### config.mk
export PLATFORM = sky130hd
export DESIGN_NAME = evcnt_snapshot
export DESIGN_NICKNAME = d
export VERILOG_FILES = /design/src/rtl/evcnt_pkg.sv /design/src/rtl/evcnt_ctrl.sv /design/src/rtl/evcnt_datapath.sv /design/src/rtl/evcnt_snapshot.sv
export SDC_FILE = /design/constraint.sdc
export NUM_CORES = 1
export LEC_CHECK = 0
export BUFFER_PORTS_ARGS = -buffer_cell sky130_fd_sc_hd__buf_2
export CORE_ASPECT_RATIO = 1.75
export CORE_MARGIN = 2
export CORE_UTILIZATION = 50
export DETAILED_ROUTE_END_ITERATION = 8
export GPL_TIMING_DRIVEN = 0
export PLACE_DENSITY = 0.71
export RECOVER_POWER = 25
export SLEW_MARGIN = 10
export SYNTH_ARGS = -nofsm -noshare
export SYNTH_HDL_FRONTEND = slang
export SYNTH_HIERARCHICAL = 1
export SYNTH_SLANG_ARGS = --single-unit
### constraint.sdc
create_clock -name clk -period 3.69 [get_ports clk]
set_input_delay 0.369 -clock clk [delete_from_list [all_inputs] [get_ports clk]]
set_output_delay 0.369 -clock clk [all_outputs]
set_load 0.02 [all_outputs]
### src/rtl/evcnt_pkg.sv
package evcnt_pkg;

  // Strobes from the control to the datapath, one bit each, all single-cycle.
  typedef struct packed {
    logic countEn;   // count one event on this edge
    logic capStart;  // first cycle with the gate open: capture start value
    logic capEnd;    // first cycle with the gate closed: form the result
  } ctlStrobe_t;

endpackage

### src/rtl/evcnt_ctrl.sv
module evcnt_ctrl
  import evcnt_pkg::*;
(
  input  logic       clk,
  input  logic       rstN,
  input  logic       eventIn,
  input  logic       gateJ,
  input  logic       gateKn,
  output ctlStrobe_t ctl
);

  logic gateQ;
  logic gatePrev;
  logic evPrev;
  logic gateNext;

  // J/K flop with inverted K: set on J, keep on Kn.
  always_comb begin
    gateNext = (gateJ & ~gateQ) | (gateKn & gateQ);
  end

  always_ff @(posedge clk) begin
    if (!rstN) begin
      gateQ    <= 1'b0;
      gatePrev <= 1'b0;
      evPrev   <= 1'b0;
    end else begin
      gateQ    <= gateNext;
      gatePrev <= gateQ;
      evPrev   <= eventIn;
    end
  end

  always_comb begin
    ctl.countEn  = gateQ & eventIn & ~evPrev;
    ctl.capStart = gateQ & ~gatePrev;
    ctl.capEnd   = ~gateQ & gatePrev;
  end

  AST_GATE_FOLLOWS: assert property (@(posedge clk) disable iff (!rstN)
    (gateJ == gateKn) |=> (gateQ == $past(gateJ)));

  AST_GATE_HOLD: assert property (@(posedge clk) disable iff (!rstN)
    (!gateJ && gateKn) |=> $stable(gateQ));

endmodule

### src/rtl/evcnt_datapath.sv
module evcnt_datapath
  import evcnt_pkg::*;
#(
  parameter int FRONT_W = 4,
  parameter int MID_W   = 16,
  parameter int EXT_W   = 8,
  parameter int EXT_N   = 2,
  parameter int RES_W   = 32
) (
  input  logic             clk,
  input  logic             rstN,
  input  logic             tick,
  input  ctlStrobe_t       ctl,
  output logic [RES_W-1:0] resultOut,
  output logic             resultValid
);

  localparam int EXT_TOT = EXT_W * EXT_N;
  localparam int TOT_W   = FRONT_W + MID_W + EXT_TOT;

  logic [FRONT_W-1:0]            frontCnt;
  logic [MID_W-1:0]              midCnt;
  logic                          ovfFlag;
  logic [EXT_N-1:0][EXT_W-1:0]   extReg;
  logic [EXT_TOT-1:0]            extFlat;
  logic [EXT_N-1:0]              extCarry;
  logic                          frontWrap;
  logic                          midWrap;
  logic [RES_W-1:0]              resLive;
  logic [RES_W-1:0]              startSnap;

  assign frontWrap = ctl.countEn & (&frontCnt);
  assign midWrap   = frontWrap & (&midCnt);
  assign extFlat   = extReg;

  // Carry chain through the extension registers, advanced only by a consumed flag.
  assign extCarry[0] = ovfFlag & tick;
  for (genvar g = 1; g < EXT_N; g++) begin : gen_ext_carry
    assign extCarry[g] = extCarry[g-1] & (&extReg[g-1]);
  end

  // Live value, pending flag counted as one extension unit, truncated to the result width.
  assign resLive = RES_W'({extFlat + EXT_TOT'(ovfFlag), midCnt, frontCnt});

  always_ff @(posedge clk) begin
    if (!rstN) begin
      frontCnt <= '0;
      midCnt   <= '0;
      ovfFlag  <= 1'b0;
      extReg   <= '0;
    end else begin
      if (ctl.countEn) frontCnt <= frontCnt + 1'b1;
      if (frontWrap)   midCnt   <= midCnt + 1'b1;
      if (midWrap)     ovfFlag  <= 1'b1;
      else if (tick)   ovfFlag  <= 1'b0;
      for (int i = 0; i < EXT_N; i++) begin
        if (extCarry[i]) extReg[i] <= extReg[i] + 1'b1;
      end
    end
  end

  always_ff @(posedge clk) begin
    if (!rstN) begin
      startSnap   <= '0;
      resultOut   <= '0;
      resultValid <= 1'b0;
    end else begin
      resultValid <= ctl.capEnd;
      if (ctl.capStart) startSnap <= resLive;
      if (ctl.capEnd)   resultOut <= resLive - startSnap;
    end
  end

  initial begin
    assert (RES_W <= TOT_W);
  end

  AST_FROZEN_CLOSED: assert property (@(posedge clk) disable iff (!rstN)
    !ctl.countEn |=> ($stable(frontCnt) && $stable(midCnt)));

  AST_FLAG_STICKY: assert property (@(posedge clk) disable iff (!rstN)
    (ovfFlag && !tick) |=> ovfFlag);

  AST_EXT_ONLY_ON_TICK: assert property (@(posedge clk) disable iff (!rstN)
    !tick |=> $stable(extFlat));

  AST_EXT_BUMP: assert property (@(posedge clk) disable iff (!rstN)
    (tick && ovfFlag) |=> (extFlat == EXT_TOT'($past(extFlat) + 1'b1)));

  AST_FLAG_CLEARED: assert property (@(posedge clk) disable iff (!rstN)
    (tick && ovfFlag && !midWrap) |=> !ovfFlag);

  AST_VALID_PULSE: assert property (@(posedge clk) disable iff (!rstN)
    resultValid |=> !resultValid);

  AST_RESULT_HELD: assert property (@(posedge clk) disable iff (!rstN)
    !ctl.capEnd |=> $stable(resultOut));

endmodule

### src/rtl/evcnt_snapshot.sv
module evcnt_snapshot
  import evcnt_pkg::*;
#(
  parameter int FRONT_W = 4,
  parameter int MID_W   = 16,
  parameter int EXT_W   = 8,
  parameter int EXT_N   = 2,
  parameter int RES_W   = 32
) (
  input  logic             clk,
  input  logic             rstN,
  input  logic             eventIn,
  input  logic             gateJ,
  input  logic             gateKn,
  input  logic             tick,
  output logic [RES_W-1:0] resultOut,
  output logic             resultValid
);

  ctlStrobe_t ctl;

  evcnt_ctrl ctrl_i (
    .clk     (clk),
    .rstN    (rstN),
    .eventIn (eventIn),
    .gateJ   (gateJ),
    .gateKn  (gateKn),
    .ctl     (ctl)
  );

  evcnt_datapath #(
    .FRONT_W (FRONT_W),
    .MID_W   (MID_W),
    .EXT_W   (EXT_W),
    .EXT_N   (EXT_N),
    .RES_W   (RES_W)
  ) dp_i (
    .clk         (clk),
    .rstN        (rstN),
    .tick        (tick),
    .ctl         (ctl),
    .resultOut   (resultOut),
    .resultValid (resultValid)
  );

endmodule

==> results.md <==
- CTS max path bufs: 2
- Global-route wire length before repair: around 25000 µm
- EDFF count, synth: 0
- Critical Path Max Stage Delay: about 0.42 ns
- Tmin final: 3.39 ns
- Sequential Power Share: 0.483
- Overall Global Routing Usage: 0.245
- Async SR Flop Fraction: 0
- Hold Vio Cnt, Final: 0
- Slowest cell on crit path: dfxtp_1
- CTS Sinks: a little over 100
- Die Wd: about 86 µm
- Placer Congestion: 0.915
- Logic pwr share: 0.096
- Share of Yosys cell area claimed by the top area cell type: 0.342
- Layout cell share with drive strength beyond 1: 0.0453
- Largest net degree at the start of global routing: 18
- Rows: 52
- Starting density of the core: 0.511
- Cell accounting for the most synthesized area: dfxtp_1
- Drt wl/cell: around 17 µm
- Status: finished, final reports clean
- Post-route antenna net violation count: 0
- Placed Cells: 870
- Rel. slew slack: 0.485
- Vias: 5186
- Net Sw Frac: 0.255
- Part of the cycle the worst path needs: 0.918
- Worst-case register-to-register setup slack: just over 0.3 ns
- Startpoint Class: flop
- MaxCap Viol Count: 0
- Cells after synthesis: approximately 700
- Fill count: between 1000 and 1500
- Hold path endpoint: ctrl_i/evPrev$_SDFF_PN0_
- Cell mode on critical path: ha_1
- # setup viols final: 0
- Wirelength, routed: 15200 µm
- I/O Buffers: 38
- RR Endpoint: dp_i/resultOut[31]$_SDFFE_PN0P_
- Setup bufs post-CTS: 0
- Dominant cells by area after synthesis: dfxtp_1 (34%), ha_1 (7.8%), mux2i_1 (5.9%)
- # DRC: 0
- CTS root buffer: clkbuf_16
- Drt first pass iters: 5
- Worst IR drop on VDD: between 0.2 and 0.3 mV
- GRT overflow: 0
- Layout Cells excl Fill: roughly 900
- FF+latch area: about 2000 µm²
- Buf+Inv Stages, Crit Path: 1
- Fmax: around 300 MHz
- Power density over cell area: approximately 350 nW/µm²
- Worst slack, placed: approximately 0.19 ns
- Nets: 790
- Design internal power: approximately 1.7 mW
- Max Clock Skew: roughly 0.0062 ns
- # IOs: 39
- Post-synthesis cell type count: 58
- Die footprint: 12700 µm²
- Most frequent cells in the layout: dfxtp_1 (101), nand2_1 (63), clkbuf_1 (56), inv_1 (46)
- CP cell instances: ha_1, ha_1, nand3_1, nor2_2, xor2_1, ha_1, clkbuf_1, a21oi_1, o21ai_0, a2111oi_2, nand2_1, o22ai_1, xnor2_1, a21oi_1
- Worst setup EP type: flop
- Diode count: 0
- Final setup margin: about 0.30 ns
- Sequential area share after synthesis: 0.342
- Hold Buf Count CTS: 0
- Crit path DAT: 3.60 ns
- Worst-path maximum fanout: 8
- Vias in the first global route: ~5100
- Mapped Nets: roughly 740
- Syn Area/Cell: roughly 8.5 µm²
- Post-synthesis cell area: 5910 µm²
- # H-tree levels: 3
- DR vias/cell: between 5 and 6
- Setup TNS: 0 ns
- Psw: about 0.6 mW
- Multi-input gate area: ~3600 µm²
- Warnings, synthesis: 6
- Iter 0 DRT Violations: between 200 and 300
- Reg2reg start: dp_i/extFlat[0]$_SDFFE_PN0P_
- Slew at the pin closest to its max-slew limit: between 0.7 and 0.8 ns
- Leak Pwr: about 2.7 nW
- Clock Power Share: 0.421
- Clk pin slew, worst setup/hold paths: ~0.07 ns
- Commonest non-fill, non-tap cell in the layout: dfxtp_1
- Crit path required time: ~3.9 ns
- Slew Limit Fails: 0
- Main flop type after synthesis: dfxtp_1
- Setup CP Type: reg2reg
- Worst r2r path cells: 14
- DP Wirelength: approximately 12000 µm
- Hold Path Depth: 2
- Synthesis-to-finish area growth: 10.7%
- Die Height: ~150 µm
- RSZ-0062 raised after global routing: no
- Worst-Skew Late Latency: ~0.35 ns
- CTS tree: built
- Hold wc startpoint: eventIn
- Seq cells post-synth: 101
- Initial antenna violation count: 0
- Crit-path leading delay family: compound AO/OA/AOI/OAI gates
- Cts bufs inserted: 9
- Area of the core: about 12000 µm²
- Hold Path Class: in2reg
## power by group through the flow
stage / registers, mW / clock network, mW / logic [mW]
2_1_floorplan: 1.15 / 0 / 0.150
3_3_place_gp: 1.14 / 0 / 0.216
3_5_place_dp: 1.14 / 0 / 0.221
4_1_cts: 1.12 / 0.998 / 0.223
5_1_grt: 1.12 / 1.04 / 0.240
6_report: 1.12 / 0.974 / 0.222
## metal layers
metal,part of all wire,vias up,GRT usage
li1,-,2540,-
met1,0.38,2457,0.265
met2,0.54,143,0.452
met3,0.035,46,0.0246
met4,0.045,0,0.138
met5,0,-,0
## synthesized netlist by cell type, drive strengths merged (3+ instances only)
cell type / n
ha: 37
o21bai: 4
a21o: 6
a2111oi: 3
xor2: 24
clkinv: 3
and3: 4
xnor2: 30
a211oi: 3
o21a: 4
nand4: 18
a21boi: 9
a31oi: 4
or3: 8
and4: 3
o211ai: 7
o21ai: 36
nor2b: 42
nand3: 27
nor2: 27
and2: 30
mux2i: 35
clkbuf: 25
nand2: 63
nor3: 12
a21oi: 43
o22ai: 3
dfxtp: 101
inv: 46
o211a: 11
nand2b: 3
## kinds of logic after synthesis
logic type | after synthesis | synth area share
xor gates and xnor gates | 54 | 0.0800
buffers and inverters | 76 | 0.0482
and+or+nand+nor | 243 | 0.216
muxes | 35 | 0.0592
AOI/OAI and AO/OA | 150 | 0.173
DFF | 101 | 0.342
adders and majority gates | 38 | 0.0817
## registers in the layout, indices dropped and copies added (netlist names)
signal	flops
ctrl_i/evPrev	1
ctrl_i/gatePrev	1
ctrl_i/gateQ	1
dp_i/extFlat	12
dp_i/frontCnt	4
dp_i/midCnt	16
dp_i/ovfFlag	1
dp_i/resultOut	32
dp_i/resultValid	1
dp_i/startSnap	32
## per-stage QoR
step / cell area [µm²] / util / power (mW) / hold WS (ns)
2_1_floorplan: 5910 / - / 1.30 / 0.460
3_3_place_gp: 6270 / 0.542 / 1.36 / 0.435
3_5_place_dp: 6270 / 0.542 / 1.36 / 0.437
4_1_cts: 6570 / 0.568 / 2.34 / 0.233
5_1_grt: 6550 / 0.566 / 2.40 / 0.256
6_report: 6550 / 0.566 / 2.31 / 0.238
## cell type report
class                   instances  area share
clock inverters                 6      0.0109
inverters                      49      0.0281
plain buffers                  27      0.0155
clock buffers                  10      0.0350
flip-flops and latches        101       0.309
well taps                     135      0.0258
multi-input cells             520       0.553
repair buffers                 38      0.0233
## worst max-delay path by stage
| stage | from | to | slack, ns | cells past startpoint |
|---|---|---|---|---|
| 2_1_floorplan | dp_i/extFlat[0]$_SDFFE_PN0P_ | dp_i/resultOut[31]$_SDFFE_PN0P_ | 0.90 | 14 |
| 3_3_place_gp | dp_i/extFlat[0]$_SDFFE_PN0P_ | dp_i/resultOut[31]$_SDFFE_PN0P_ | 0.24 | 14 |
| 3_5_place_dp | dp_i/extFlat[0]$_SDFFE_PN0P_ | dp_i/resultOut[31]$_SDFFE_PN0P_ | 0.19 | 14 |
| 4_1_cts | dp_i/extFlat[0]$_SDFFE_PN0P_ | dp_i/resultOut[31]$_SDFFE_PN0P_ | 0.15 | 14 |
| 5_1_grt | dp_i/extFlat[0]$_SDFFE_PN0P_ | dp_i/resultOut[31]$_SDFFE_PN0P_ | 0.03 | 14 |
| 6_report | dp_i/extFlat[0]$_SDFFE_PN0P_ | dp_i/resultOut[31]$_SDFFE_PN0P_ | 0.30 | 14 |
## timing repair
| item | in CTS | in global routing |
|---|---|---|
| endpoints found under the hold margin | 0 | 0 |
| endpoints found under the setup margin | 0 | 1 |
| resized for setup | 0 | 4 |
Power figures use the tool's default switching activity.
